### config.mk
export PLATFORM = sky130hd
export DESIGN_NAME = mon_status_reader
export DESIGN_NICKNAME = d
export VERILOG_FILES = /design/src/rtl/mon_rd_pkg.sv /design/src/rtl/mon_pend_fifo.sv /design/src/rtl/mon_port_seq.sv /design/src/rtl/mon_result_reg.sv /design/src/rtl/mon_status_reader.sv
export SDC_FILE = /design/constraint.sdc
export NUM_CORES = 1
export LEC_CHECK = 0
export BUFFER_PORTS_ARGS = -buffer_cell sky130_fd_sc_hd__buf_2
export CAP_MARGIN = 10
export CORE_MARGIN = 2
export CORE_UTILIZATION = 53
export CTS_BUF_LIST = sky130_fd_sc_hd__clkbuf_8
export DETAILED_ROUTE_END_ITERATION = 10
export PLACE_DENSITY = 0.84
export SLEW_MARGIN = 20
export SYNTH_ARGS = -nofsm -noshare
export SYNTH_HDL_FRONTEND = slang
export SYNTH_SLANG_ARGS = --single-unit
### constraint.sdc
create_clock -name clk -period 3.1 [get_ports clk]
set_clock_uncertainty 0.05 [all_clocks]
set_input_delay 0.62 -clock clk [delete_from_list [all_inputs] [get_ports clk]]
set_output_delay 0.62 -clock clk [all_outputs]
set_load 0.01 [all_outputs]
### src/rtl/mon_rd_pkg.sv
package mon_rd_pkg;

    parameter int PORT_AW = 7;
    parameter int PORT_DW = 16;
    parameter int CHAN_W  = 5;
    parameter int RES_W   = 12;
    parameter int IDX_W   = 5;

    localparam int PAGE_W = PORT_AW - CHAN_W;
    localparam logic [PAGE_W-1:0] STAT_PAGE = 2'b00;
    localparam logic [PAGE_W-1:0] CTRL_PAGE = 2'b10;

    typedef struct packed {
        logic [CHAN_W-1:0] chan;
        logic              seq_end;
    } conv_tag_t;

    typedef enum logic [1:0] {
        SQ_IDLE = 2'd0,
        SQ_RD   = 2'd1,
        SQ_WR   = 2'd2
    } sq_state_t;

    typedef struct packed {
        logic              valid;
        logic [CHAN_W-1:0] chan;
        logic [RES_W-1:0]  code;
        logic              seq_end;
    } result_t;

    function automatic logic [PORT_AW-1:0] status_addr(input logic [CHAN_W-1:0] ch);
        return {STAT_PAGE, ch};
    endfunction

    function automatic logic [PORT_AW-1:0] ctrl_addr(input logic [IDX_W-1:0] idx);
        return {CTRL_PAGE, idx};
    endfunction

    function automatic logic [RES_W-1:0] code_of(input logic [PORT_DW-1:0] word);
        return word[PORT_DW-1 -: RES_W];
    endfunction

endpackage

### src/rtl/mon_pend_fifo.sv
module mon_pend_fifo
    import mon_rd_pkg::*;
#(
    parameter int DEPTH = 4
) (
    input  logic      clk,
    input  logic      rst,
    input  logic      push_i,
    input  conv_tag_t tag_i,
    input  logic      pop_i,
    output conv_tag_t tag_o,
    output logic      empty_o,
    output logic      overrun_o
);

    localparam int PW = (DEPTH > 1) ? $clog2(DEPTH) : 1;
    localparam int CW = $clog2(DEPTH + 1);

    conv_tag_t         slots [DEPTH];
    logic [PW-1:0]     wr_ptr;
    logic [PW-1:0]     rd_ptr;
    logic [CW-1:0]     count;
    logic              full;
    logic              do_push;
    logic              do_pop;
    logic              ovr_q;

    function automatic logic [PW-1:0] step(input logic [PW-1:0] p);
        return (p == PW'(DEPTH - 1)) ? '0 : p + 1'b1;
    endfunction

    assign full    = (count == CW'(DEPTH));
    assign empty_o = (count == '0);
    assign do_pop  = pop_i && !empty_o;
    assign do_push = push_i && (!full || do_pop);
    assign tag_o   = slots[rd_ptr];
    assign overrun_o = ovr_q;

    always_ff @(posedge clk) begin
        if (do_push) begin
            slots[wr_ptr] <= tag_i;
        end
    end

    always_ff @(posedge clk) begin
        if (rst) begin
            wr_ptr <= '0;
            rd_ptr <= '0;
            count  <= '0;
            ovr_q  <= 1'b0;
        end else begin
            if (do_push) begin
                wr_ptr <= step(wr_ptr);
            end
            if (do_pop) begin
                rd_ptr <= step(rd_ptr);
            end
            case ({do_push, do_pop})
                2'b10:   count <= count + 1'b1;
                2'b01:   count <= count - 1'b1;
                default: count <= count;
            endcase
            if (push_i && full && !do_pop) begin
                ovr_q <= 1'b1;
            end
        end
    end


    no_overflow_chk: assert property (@(posedge clk) disable iff (rst)
        count <= CW'(DEPTH));


    no_empty_pop_chk: assert property (@(posedge clk) disable iff (rst)
        pop_i |-> !empty_o);


    overrun_sticky_chk: assert property (@(posedge clk) disable iff (rst)
        ovr_q |=> ovr_q);

endmodule

### src/rtl/mon_port_seq.sv
module mon_port_seq
    import mon_rd_pkg::*;
(
    input  logic               clk,
    input  logic               rst,
    input  logic               pend_empty_i,
    input  conv_tag_t          pend_tag_i,
    output logic               pend_pop_o,
    input  logic               host_req_i,
    input  logic [IDX_W-1:0]   host_idx_i,
    input  logic [PORT_DW-1:0] host_data_i,
    output logic               host_done_o,
    output logic               port_en_o,
    output logic               port_we_o,
    output logic [PORT_AW-1:0] port_addr_o,
    output logic [PORT_DW-1:0] port_wdata_o,
    input  logic               port_rdy_i,
    output logic               rd_take_o,
    output conv_tag_t          rd_tag_o
);

    sq_state_t          state;
    logic               en_q;
    logic               we_q;
    logic [PORT_AW-1:0] addr_q;
    logic [PORT_DW-1:0] wdata_q;
    logic               done_q;
    conv_tag_t          cur_tag;
    logic               start_wr;
    logic               start_rd;

    always_comb begin
        start_wr   = (state == SQ_IDLE) && host_req_i && !done_q;
        start_rd   = (state == SQ_IDLE) && !start_wr && !pend_empty_i;
        pend_pop_o = start_rd;
    end

    always_ff @(posedge clk) begin
        if (rst) begin
            state   <= SQ_IDLE;
            en_q    <= 1'b0;
            we_q    <= 1'b0;
            addr_q  <= '0;
            wdata_q <= '0;
            done_q  <= 1'b0;
            cur_tag <= '0;
        end else begin
            en_q   <= 1'b0;
            we_q   <= 1'b0;
            done_q <= 1'b0;
            unique case (state)
                SQ_IDLE: begin
                    if (start_wr) begin
                        state   <= SQ_WR;
                        en_q    <= 1'b1;
                        we_q    <= 1'b1;
                        addr_q  <= ctrl_addr(host_idx_i);
                        wdata_q <= host_data_i;
                    end else if (start_rd) begin
                        state   <= SQ_RD;
                        en_q    <= 1'b1;
                        addr_q  <= status_addr(pend_tag_i.chan);
                        cur_tag <= pend_tag_i;
                    end
                end
                SQ_RD: begin
                    if (port_rdy_i) begin
                        state <= SQ_IDLE;
                    end
                end
                SQ_WR: begin
                    if (port_rdy_i) begin
                        state  <= SQ_IDLE;
                        done_q <= 1'b1;
                    end
                end
                default: state <= SQ_IDLE;
            endcase
        end
    end

    assign port_en_o    = en_q;
    assign port_we_o    = we_q;
    assign port_addr_o  = addr_q;
    assign port_wdata_o = wdata_q;
    assign host_done_o  = done_q;
    assign rd_take_o    = (state == SQ_RD) && port_rdy_i;
    assign rd_tag_o     = cur_tag;


    en_pulse_chk: assert property (@(posedge clk) disable iff (rst)
        port_en_o |=> !port_en_o);


    one_outstanding_chk: assert property (@(posedge clk) disable iff (rst)
        (state != SQ_IDLE && !port_rdy_i) |=> !port_en_o);


    wr_page_chk: assert property (@(posedge clk) disable iff (rst)
        (port_en_o && port_we_o) |-> (port_addr_o[PORT_AW-1 -: PAGE_W] == CTRL_PAGE));


    rd_page_chk: assert property (@(posedge clk) disable iff (rst)
        (port_en_o && !port_we_o) |-> (port_addr_o[PORT_AW-1 -: PAGE_W] == STAT_PAGE));


    done_after_rdy_chk: assert property (@(posedge clk) disable iff (rst)
        host_done_o |-> $past(port_rdy_i));

endmodule

### src/rtl/mon_result_reg.sv
module mon_result_reg
    import mon_rd_pkg::*;
(
    input  logic               clk,
    input  logic               rst,
    input  logic               take_i,
    input  logic [PORT_DW-1:0] word_i,
    input  conv_tag_t          tag_i,
    output result_t            res_o
);

    result_t res_q;

    always_ff @(posedge clk) begin
        if (rst) begin
            res_q <= '0;
        end else begin
            res_q.valid <= take_i;
            if (take_i) begin
                res_q.chan    <= tag_i.chan;
                res_q.code    <= code_of(word_i);
                res_q.seq_end <= tag_i.seq_end;
            end
        end
    end

    assign res_o = res_q;

endmodule

### src/rtl/mon_status_reader.sv
module mon_status_reader
    import mon_rd_pkg::*;
#(
    parameter int PEND_DEPTH = 4
) (
    input  logic               clk,
    input  logic               rst,
    input  logic               conv_done_i,
    input  logic               seq_done_i,
    input  logic [CHAN_W-1:0]  conv_chan_i,
    output logic               port_en_o,
    output logic               port_we_o,
    output logic [PORT_AW-1:0] port_addr_o,
    output logic [PORT_DW-1:0] port_wdata_o,
    input  logic [PORT_DW-1:0] port_rdata_i,
    input  logic               port_rdy_i,
    input  logic               host_req_i,
    input  logic [IDX_W-1:0]   host_idx_i,
    input  logic [PORT_DW-1:0] host_data_i,
    output logic               host_done_o,
    output logic               res_valid_o,
    output logic [CHAN_W-1:0]  res_chan_o,
    output logic [RES_W-1:0]   res_code_o,
    output logic               res_seq_end_o,
    output logic               overrun_o
);

    conv_tag_t in_tag;
    conv_tag_t head_tag;
    conv_tag_t rd_tag;
    logic      q_empty;
    logic      q_pop;
    logic      rd_take;
    result_t   res;

    assign in_tag.chan    = conv_chan_i;
    assign in_tag.seq_end = seq_done_i;

    mon_pend_fifo #(.DEPTH(PEND_DEPTH)) u_pend (
        .clk       (clk),
        .rst       (rst),
        .push_i    (conv_done_i),
        .tag_i     (in_tag),
        .pop_i     (q_pop),
        .tag_o     (head_tag),
        .empty_o   (q_empty),
        .overrun_o (overrun_o)
    );

    mon_port_seq u_seq (
        .clk          (clk),
        .rst          (rst),
        .pend_empty_i (q_empty),
        .pend_tag_i   (head_tag),
        .pend_pop_o   (q_pop),
        .host_req_i   (host_req_i),
        .host_idx_i   (host_idx_i),
        .host_data_i  (host_data_i),
        .host_done_o  (host_done_o),
        .port_en_o    (port_en_o),
        .port_we_o    (port_we_o),
        .port_addr_o  (port_addr_o),
        .port_wdata_o (port_wdata_o),
        .port_rdy_i   (port_rdy_i),
        .rd_take_o    (rd_take),
        .rd_tag_o     (rd_tag)
    );

    mon_result_reg u_res (
        .clk    (clk),
        .rst    (rst),
        .take_i (rd_take),
        .word_i (port_rdata_i),
        .tag_i  (rd_tag),
        .res_o  (res)
    );

    assign res_valid_o   = res.valid;
    assign res_chan_o    = res.chan;
    assign res_code_o    = res.code;
    assign res_seq_end_o = res.seq_end;


    res_after_rdy_chk: assert property (@(posedge clk) disable iff (rst)
        res_valid_o |-> $past(port_rdy_i));


    res_pulse_chk: assert property (@(posedge clk) disable iff (rst)
        res_valid_o |=> !res_valid_o);


    no_dual_done_chk: assert property (@(posedge clk) disable iff (rst)
        !(res_valid_o && host_done_o));

endmodule

==> impl_results.md, run 1 <==
- Critical path's slowest cell: or3_2
- Hold Fails Final Rpt: 0
- Skew-Pair Late Insertion Delay: 0.35 ns
- Worst hold path stage count: 2
- Post-synthesis async set-or-reset flop share: 0%
- YS warnings: 0
- Rel. slew slack: a little under two fifths
- Worst path most repeated cell: inv_1
- CTS tree: built
- Area post-placement: 3736 µm²
- CTS Sinks: 86
- FF-to-FF path depth: 11
- R2r endpoint: u_pend.count[2]
- Synth cell types: 37
- MaxCap Viol Count: 0
- Status: finished, final reports clean
- Sequential fraction of the synthesis area: 59.96%
- Post-route setup TNS: 0 ns
- Post-route clock period utilization: 91.93%
- R2R setup slack: between 0.2 and 0.3 ns
- Longest Clk Path Bufs: 2
- Delay-heaviest family, CP: adder cells
- Post-CTS setup buffer count: 0
- Final Max Tran Viols: 0
- Post-Syn Area: roughly 3300 µm²
- Static leakage: 0.001674 µW
- Worst setup EP type: flip-flop
- Vias in the first global route: around 2100
- Pwr/cell area: 762.8 nW/µm²
- Die H: between 80 and 90 µm
- Primary FF master, synth: dfxtp_1
- Clk slew on worst S/H paths: 0.09 ns
- Data arrival, critical path: 3.08 ns
- Hold WC Path Type: reg2reg
- DP HPWL: roughly 4500 µm
- #FFs+latches synth: 86
- Post-CTS sizing: 0
- Grt ovf: 0
- Crit Path Class: reg2reg
- Largest net degree at the start of global routing: 42
- First-pass GRT wire length: 9335 µm
- Via count: 2386
- Io pins: 94
- DRT iter0 DRCs: 94
- RSZ-0062 raised after global routing: no
- Slowest cell delay on critical path: 0.40 ns
- Peak supply drop: between 0.3 and 0.4 mV
- Initial Utilization: between 50% and 60%
- Mapped Cells: 305
- Via-to-Cell Ratio: 5.087
- Nets: approximately 450
- WP data required: 3.33 ns
- Pre-CTS setup slack: about 0.22 ns
- Total CTS buffers: 9
- Syn_area_per_cell: 10.73 µm²
- Fin worst setup slack: about 0.25 ns
- Post-route cell area: 3909 µm²
- Worst Hold End: u_res.res_o[7]
- Hold Startpoint: u_res.res_o[7]
- CTS root buf: clkbuf_8
- Die ar.: 6818 µm²
- Share of cells above drive strength 1: roughly 30%
- CP bufs+invs: 3
- Final min period: between 2 and 3 ns
- Residual DRC: 0
- Worst Tran Pin Value: approximately 0.94 ns
- H-tree lvl count: 3
- Worst setup SP type: flip-flop
- Fillcell total: 479
- Pre-antenna DRT Iters: 4
- Area Overhead vs Synth: 19.46%
- Core ar.: between 5000 and 6000 µm²
- Crit-path max FO: 6
- DRT Wirelength: 6248 µm
- Syn Nets: 363
- Rows: 28
- Worst hold slack: 0.4042 ns
- DRT antenna net count: 0
- Final RePlAce weighted congestion: 0.7244
- Critical-path cell list: inv_1, ha_1, inv_1, o21ai_1, and2_1, inv_1, ha_1, fa_1, xnor2_1, or3_2, a21oi_1
- Antenna cells: 0
- Initial antenna violation count: 0
- RR Startpoint: u_seq.state[0]
- Final Power: 2981 µW
- IO Port Bufs: slightly below 90
- Post-synth EDFFs: 24
- Fmax: 0.3509 GHz
- Finish-stage setup viols: 0
- Routed wirelength normalized by instance count: 13.32 µm
- Hold_buf cts: 0
- Tot GR Track Use: 18.68%
- Die Wd: approximately 83 µm
## per-stage QoR
stage | util (%) | instances
finish | 65.63 | 469
global route | 65.63 | 469
CTS | 65.63 | 469
detailed placement | 62.73 | 453
global placement | 62.73 | 453
floorplan | - | 305
## final cells by class
cell class | instances | area, µm² | area share (%)
inverters | 6 | 22.52 | 0.5762
well taps | 75 | 93.84 | 2.401
clock buffers | 9 | 123.9 | 3.169
flip-flops and latches | 86 | 1962 | 50.19
repair buffers | 89 | 447.9 | 11.46
clock inverters | 7 | 48.80 | 1.248
multi-input cells | 197 | 1210 | 30.95
## worst register-to-register path, stage by stage, from the launching register on
cell and delay [ns]:
dfxtp_1 0.34, inv_1 0.09, ha_1 0.27, inv_1 0.13
o21ai_1 0.32, and2_1 0.25, inv_1 0.06, ha_1 0.21
fa_1 0.39, xnor2_1 0.14, or3_2 0.40, a21oi_1 0.14
## state kept, by name, summed over array words and instances (netlist names), named ones only
| register | flops |
|---|---|
| u_pend.wr_ptr | 2 |
| u_seq.port_wdata_o | 16 |
| u_pend.slots | 24 |
| u_pend.count | 3 |
| u_seq.state | 2 |
| u_pend.rd_ptr | 2 |
| u_pend.overrun_o | 1 |
| u_res.res_o | 19 |
| u_seq.port_en_o | 1 |
| u_seq.rd_tag_o | 6 |
| u_seq.port_addr_o | 6 |
| u_seq.host_done_o | 1 |
| u_seq.port_we_o | 1 |
## kinds of logic after synthesis
logic type,after synthesis,synth area share [%]
AND/OR/NAND/NOR,114,15.41
flip-flops,86,59.96
adder cells (fa/ha/maj),10,4.054
AO/OA/AOI/OAI,49,8.145
multiplexers,21,8.719
buffers and inverters,22,3.059
other,1,0.1146
XOR/XNOR,2,0.5355
## worst max path at each step
stage / end / start / slack, ns / cells past startpoint
after global routing: u_pend.count[2] / u_seq.state[0] / 0.07 / 11
after CTS: u_pend.count[2] / u_seq.state[0] / 0.25 / 11
after detailed placement: u_pend.count[2] / host_req_i / 0.22 / 10
after global placement: u_pend.count[2] / host_req_i / 0.30 / 10
final: u_pend.count[2] / u_seq.state[0] / 0.25 / 11
after floorplan: u_pend.count[2] / host_req_i / 0.46 / 8
## cell usage in the layout (no fill, tap or decap), types with 9 or more instances in the layout
master	count
a21oi_1	37
mux2i_1	15
edfxtp_1	24
nor2_1	22
ha_1	9
clkbuf_8	9
buf_2	88
dfxtp_1	62
nand2_1	72
## cell usage after synthesis (all sizes together) (2+ instances only)
| cell | instances | area, µm² |
|---|---|---|
| a211oi | 6 | 45.04 |
| a21oi | 37 | 185.2 |
| and2 | 2 | 12.51 |
| and3 | 5 | 36.28 |
| buf | 7 | 43.79 |
| clkbuf | 9 | 33.78 |
| dfxtp | 62 | 1241 |
| edfxtp | 24 | 720.7 |
| ha | 9 | 112.6 |
| inv | 6 | 22.52 |
| mux2i | 15 | 150.1 |
| mux4 | 6 | 135.1 |
| nand2 | 73 | 281.5 |
| nand2b | 3 | 18.77 |
| nor2 | 23 | 93.84 |
| nor3 | 2 | 15.01 |
| o21ai | 3 | 15.01 |
| or3 | 2 | 18.77 |
## report_power, final
part	leakage (µW)	internal, µW	switching (µW)
sequential	0.000727	1340	110
clock	0.0000898	294	401
combinational	0.000858	368	473
total	0.00167	2000	984
## routing by layer
layer	global-route usage (%)	vias to the layer above	routed length, µm
met3	4.239	10	445
met4	7.869	0	62
met2	32.74	77	3072
met1	22.02	1099	2668
met5	0	-	0
li1	-	1200	-
Power figures use the tool's default switching activity.
==> run 2, diff against run 1 <==
REMOVE_ABC_BUFFERS = 1   (was not set)
==> run 2 against run 1 <==
Maximum frequency is 2.2% lower. Sequential share of layout area is 0.24 points lower. Routed wire length increased by 4.1%. Via count down 1.3%. Register-to-register slack got worse by 0.06 ns. Non-clock buffer count unchanged. Critical path depth unchanged. Clock power grew 9.1%. Utilization is 0.32 points higher. Highest routed layer unchanged. Hold slack got worse by 0.0023 ns. First-iteration DRC count fell by 7.4%. Largest cell class unchanged.
==> impl_results.md, run 2 (same netlist as run 1, synthesis figures left out) <==
- Final Max Tran Viols: 0 (unchanged)
- H-tree lvl count: 3 (unchanged)
- Routed wirelength normalized by instance count: 13.87 µm (+4.1%)
- Worst path most repeated cell: inv_1
- Rows: 28 (unchanged)
- Grt ovf: 0 (unchanged)
- Post-CTS sizing: 0 (unchanged)
- Total CTS buffers: 9 (unchanged)
- Area Overhead vs Synth: 20.04%
- Finish-stage setup viols: 0 (unchanged)
- Post-route clock period utilization: 94.00% (+2.1 points)
- Share of cells above drive strength 1: 29.19% (-0.76 points)
- Fin worst setup slack: 0.1859 ns (-0.06412 ns)
- Worst setup EP type: flip-flop
- Commonest non-fill, non-tap cell in the layout: buf_2
- Post-route cell area: 3928 µm² (+0.48%)
- Core ar.: 5956 µm² (unchanged)
- Nets: 447 (unchanged)
- MaxCap Viol Count: 0 (unchanged)
- Die H: 82.57 µm (unchanged)
- DRT Wirelength: 6503 µm (+4.1%)
- Via count: 2354 (-1.3%)
- IO Port Bufs: 88 (unchanged)
- Final min period: 2.914 ns (+0.06412 ns)
- WP data required: 3.31 ns (-0.02 ns)
- Largest net degree at the start of global routing: 36 (-14%)
- Hold Startpoint: u_seq.port_wdata_o[9]
- Largest register FFs: 24 (unchanged)
- Peak supply drop: 0.3652 mV (+1.8%)
- R2R setup slack: 0.19 ns (-0.06 ns)
- Initial antenna violation count: 0 (unchanged)
- Pwr/cell area: 778.3 nW/µm² (+2.0%)
- R2r endpoint: u_pend.count[2]
- Slowest cell delay on critical path: 0.42 ns (+0.02 ns)
- Skew-Pair Late Insertion Delay: 0.34 ns (about the same)
- Via-to-Cell Ratio: 5.019 (-1.3%)
- Register name with the most flops: u_pend.slots
- DRT antenna net count: 0 (unchanged)
- FF-to-FF path depth: 11 (unchanged)
- Residual DRC: 0 (unchanged)
- CTS Sinks: 86 (unchanged)
- Fillcell total: 494 (+3.1%)
- Hold Fails Final Rpt: 0 (unchanged)
- Status: finished, final reports clean
- Tot GR Track Use: 19.58% (+0.90 points)
- Die Wd: 82.57 µm (unchanged)
- Antenna cells: 0 (unchanged)
- Pre-antenna DRT Iters: 4 (unchanged)
- Critical-path cell list: inv_1, ha_1, inv_1, o21ai_1, and2_1, inv_1, ha_1, fa_1, xnor2_1, or3_2, a21oi_1
- Vias in the first global route: 2113 (+2.2%)
- Pre-CTS setup slack: 0.2063 ns (-0.01569 ns)
- Worst setup SP type: flip-flop
- Critical path's slowest cell: or3_2
- Static leakage: 0.001696 µW (+1.3%)
- Rel. slew slack: 37.83% (+0.94 points)
- Crit Path Class: reg2reg
- Fmax: 0.3432 GHz (-2.2%)
- Io pins: 94 (unchanged)
- Post-route setup TNS: 0 ns (unchanged)
- Worst Hold End: u_seq.port_wdata_o[9]
- CTS tree: built
- Worst Tran Pin Value: 0.9303 ns (-0.01400 ns)
- DRT iter0 DRCs: 87 (-7.4%)
- Initial Utilization: 54.94% (unchanged)
- RSZ-0062 raised after global routing: no
- Final RePlAce weighted congestion: 0.7216 (-0.39%)
- Die ar.: 6818 µm² (unchanged)
- Hold WC Path Type: reg2reg
- RR Startpoint: u_seq.state[0]
- Most frequent cells in the layout: buf_2 (88), nand2_1 (72), dfxtp_1 (62), a21oi_1 (37), edfxtp_1 (24)
- Area post-placement: 3736 µm² (unchanged)
- DP HPWL: 4536 µm (+0.59%)
- CTS root buf: clkbuf_8
- Crit path from: u_seq.state[0]
- Crit-path max FO: 6 (unchanged)
- Hold_buf cts: 0 (unchanged)
- Data arrival, critical path: 3.13 ns (+0.05 ns)
- Longest Clk Path Bufs: 2 (unchanged)
- Worst hold path stage count: 2 (unchanged)
- Post-CTS setup buffer count: 0 (unchanged)
- Clk slew on worst S/H paths: 0.08 ns (about the same)
- First-pass GRT wire length: 9791 µm (+4.9%)
run 2: cell count changes in the layout (fill, tap and decap cells not counted):
cell and delta:
clkinv_4 -1, inv_6 -2, inv_4 +2, bufinv_16 +1
clkinv_2 -3, inv_1 +3, clkbuf_8 +1, clkinvlp_4 -1
run 2: layout make-up:
type | count | area, µm² | area share, %
Inverter | 6 | 22.52 | 0.5734
Multi-Input combinational cell | 197 | 1210 | 30.81
Tap cell | 75 | 93.84 | 2.389
Clock inverter | 6 | 53.80 | 1.370
Timing Repair Buffer | 89 | 447.9 | 11.40
Sequential cell | 86 | 1962 | 49.95
Clock buffer | 10 | 137.6 | 3.504
run 2: through the flow:
stage	power, µW	utilization (%)	hold slack, ns	instances
final	3057	65.95	0.4020	469
after global routing	3259	65.95	0.4218	469
after CTS	3099	65.95	0.4041	469
after detailed placement	2331	62.73	0.3930	453
after global placement	2292	62.73	0.3887	453
after floorplan	2044	-	0.3751	289
run 2: how the worst max path moves through the flow:
stage	to	cells past startpoint
finish	u_pend.count[2]	11
global route	u_pend.count[2]	11
CTS	u_pend.count[2]	11
detailed placement	u_pend.count[2]	10
global placement	u_pend.count[2]	10
floorplan	u_pend.count[2]	11
run 2: where the power goes:
part	switching (µW)	leakage (µW)	internal, µW
sequential	109	0.000727	1340
combinational	484	0.000858	369
clock	371	0.000111	387
run 2: critical path, delay by kind of cell, from the launching register on:
family	cells	cell delay (ns)
adders and majority gates	3	0.87
DFF	1	0.33
buffers and inverters	3	0.27
AOI/OAI and AO/OA	2	0.47
and+or+nand+nor	2	0.67
xor gates and xnor gates	1	0.16
run 2: routing by layer:
metal,GRT usage [%],share of wire (%),routed length (µm)
met5,0,0,0
met4,7.869,1.1,73
met3,4.348,6.1,399
met2,34.52,50,3219
met1,23.12,43,2810
==> run 3, diff against run 2 <==
PLACE_DENSITY = not set   (was 0.84)
PLACE_DENSITY_LB_ADDON = 0.3   (was not set)
==> run 3 against run 2 <==
First-iteration DRC count rose by 34%. Hold slack improved by 0.0014 ns. Count of clock-buffer cells in the layout did not move. Total power rose by 1.6%. Largest power group unchanged. Largest cell class unchanged.
==> impl_results.md, run 3 (same netlist as run 1, synthesis figures left out) <==
- CTS Sinks: 86 (unchanged)
- CP bufs+invs: 3 (unchanged)
- RSZ-0062 raised after global routing: no
- Die H: 82.57 µm (unchanged)
- Residual DRC: 0 (unchanged)
- Post-CTS sizing: 0 (unchanged)
- Crit Path Class: reg2reg
- CTS root buf: clkbuf_8
- Crit-path max FO: 6 (unchanged)
- Hold_buf cts: 0 (unchanged)
- CTS tree: built
- Largest net degree at the start of global routing: 37 (+2.8%)
- Register name with the most flops: u_pend.slots
- Antenna cells: 0 (unchanged)
- Data arrival, critical path: 3.06 ns (-0.07 ns)
- Io pins: 94 (unchanged)
- Largest register FFs: 24 (unchanged)
- Post-CTS setup buffer count: 0 (unchanged)
- DRT Wirelength: 6326 µm (-2.7%)
- Final min period: 2.821 ns (-0.09258 ns)
- Initial antenna violation count: 0 (unchanged)
- DRT antenna net count: 0 (unchanged)
- Most frequent cells in the layout: buf_2 (88), nand2_1 (72), dfxtp_1 (62), a21oi_1 (37), edfxtp_1 (24)
- Pwr/cell area: 787.3 nW/µm² (+1.2%)
- Peak supply drop: 0.4204 mV (+15%)
- Skew-Pair Late Insertion Delay: 0.35 ns (about the same)
- Final Power: 3107 µW (+1.6%)
- Delay-heaviest family, CP: adder cells
- Status: finished, final reports clean
- Static leakage: 0.001688 µW (-0.43%)
- M3 GR Usage: 6.304% (+2.0 points)
- DP HPWL: 4391 µm (-3.2%)
- WP data required: 3.34 ns (+0.03 ns)
- Clk slew on worst S/H paths: 0.09 ns (about the same)
- Critical path's slowest cell: or3_2
- Final RePlAce weighted congestion: 0.7846 (+8.7%)
- Die Wd: 82.57 µm (unchanged)
- Worst setup EP type: flip-flop
- Routed wirelength normalized by instance count: 13.49 µm (-2.7%)
- Hold WC Path Type: reg2reg
- Rows: 28 (unchanged)
- Longest Clk Path Bufs: 2 (unchanged)
- Rel. slew slack: 37.28% (-0.55 points)
- Hold Fails Final Rpt: 0 (unchanged)
- Die ar.: 6818 µm² (unchanged)
- M1 GR Usage: 22.52% (-0.60 points)
- Global route hottest layer: met2
- Final Max Tran Viols: 0 (unchanged)
- Via-to-Cell Ratio: 5.090 (+1.4%)
- Post-route setup TNS: 0 ns (unchanged)
- Worst setup SP type: flip-flop
- Critical-path cell list: inv_1, ha_1, inv_1, o21ai_2, and2_1, inv_1, ha_1, fa_1, xnor2_1, or3_2, a21oi_1
- Via count: 2387 (+1.4%)
- Vias in the first global route: 2304 (+9.0%)
- Grt ovf: 0 (unchanged)
- Finish-stage setup viols: 0 (unchanged)
- Worst Tran Pin Value: 0.9385 ns (+0.008226 ns)
- Core ar.: 5956 µm² (unchanged)
- Commonest non-fill, non-tap cell in the layout: buf_2
- Tot GR Track Use: 20.01% (+0.43 points)
- IO Port Bufs: 88 (unchanged)
- Fillcell total: 494 (unchanged)
- Post-route clock period utilization: 91.02% (-3.0 points)
- H-tree lvl count: 3 (unchanged)
- Slowest cell delay on critical path: 0.42 ns (about the same)
- Share of cells above drive strength 1: 30.20% (+1.0 points)
- Nets: 447 (unchanged)
- M2 GR Usage: 34.92% (+0.40 points)
- Worst path most repeated cell: inv_1
- Initial Utilization: 54.94% (unchanged)
- First-pass GRT wire length: 10110 µm (+3.2%)
- Fmax: 0.3544 GHz (+3.3%)
- Pre-antenna DRT Iters: 4 (unchanged)
- MaxCap Viol Count: 0 (unchanged)
- Total CTS buffers: 9 (unchanged)
- Area Overhead vs Synth: 20.61%
- DRT iter0 DRCs: 117 (+34%)
==> run 3: changes by cell type in the layout (fill, tap and decap cells not counted), sizes merged <==
cell | before | now
inv | 11 | 8
clkinv | 0 | 2
clkinvlp | 0 | 1
==> run 3: metrics by stage <==
step                util, %  hold WS (ns)  instance area [µm²]  setup WS [ns]  std cells
finish                66.26        0.4033                 3946         0.2785        469
detailed placement    62.73        0.3930                 3736         0.2088        453
global placement      62.73        0.3885                 3736         0.3234        453
global route          66.26        0.4199                 3946         0.1053        469
floorplan                 -        0.3751                 3194         0.5137        289
CTS                   66.20        0.4050                 3943         0.2086        469
==> run 3: final cells by class <==
class	instances	area, µm²	share of cell area [%]
repair buffers	89	447.9	11.35
multi-input cells	197	1214	30.75
well taps	75	93.84	2.378
flip-flops and latches	86	1962	49.71
clock inverters	6	68.82	1.744
inverters	6	22.52	0.5707
clock buffers	10	137.6	3.488
==> run 3: final timing paths <==
kind | end | slack, ns | cells past startpoint | startpoint
min | u_seq.port_wdata_o[2] | 0.40 | 2 | u_seq.port_wdata_o[2]
min reg2reg | u_seq.port_wdata_o[2] | 0.40 | 2 | u_seq.port_wdata_o[2]
max reg2reg | u_pend.count[2] | 0.28 | 11 | u_seq.state[1]
max | u_pend.count[2] | 0.28 | 11 | u_seq.state[1]
==> run 3: power by group <==
part	total [µW]	leakage (µW)	internal (µW)	switching (µW)
Combinational	857	0.000859	368	489
Sequential	1450	0.000727	1340	111
Clock	803	0.000103	400	402
Total	3110	0.00169	2100	1000
==> run 3: worst register-to-register path: stages (launching register included) <==
cell     delay (ns)
dfxtp_1        0.34
inv_1          0.08
ha_1           0.28
inv_1          0.15
o21ai_2        0.24
and2_1         0.24
inv_1          0.06
ha_1           0.21
fa_1           0.39
xnor2_1        0.16
or3_2          0.42
a21oi_1        0.14
==> run 3: metal layers <==
metal	wire, µm	part of all wire [%]	vias up
met2	2947	47	90
li1	-	-	1206
met1	2733	43	1079
met4	140	2.2	0
met5	0	0	-
met3	505	8.0	12
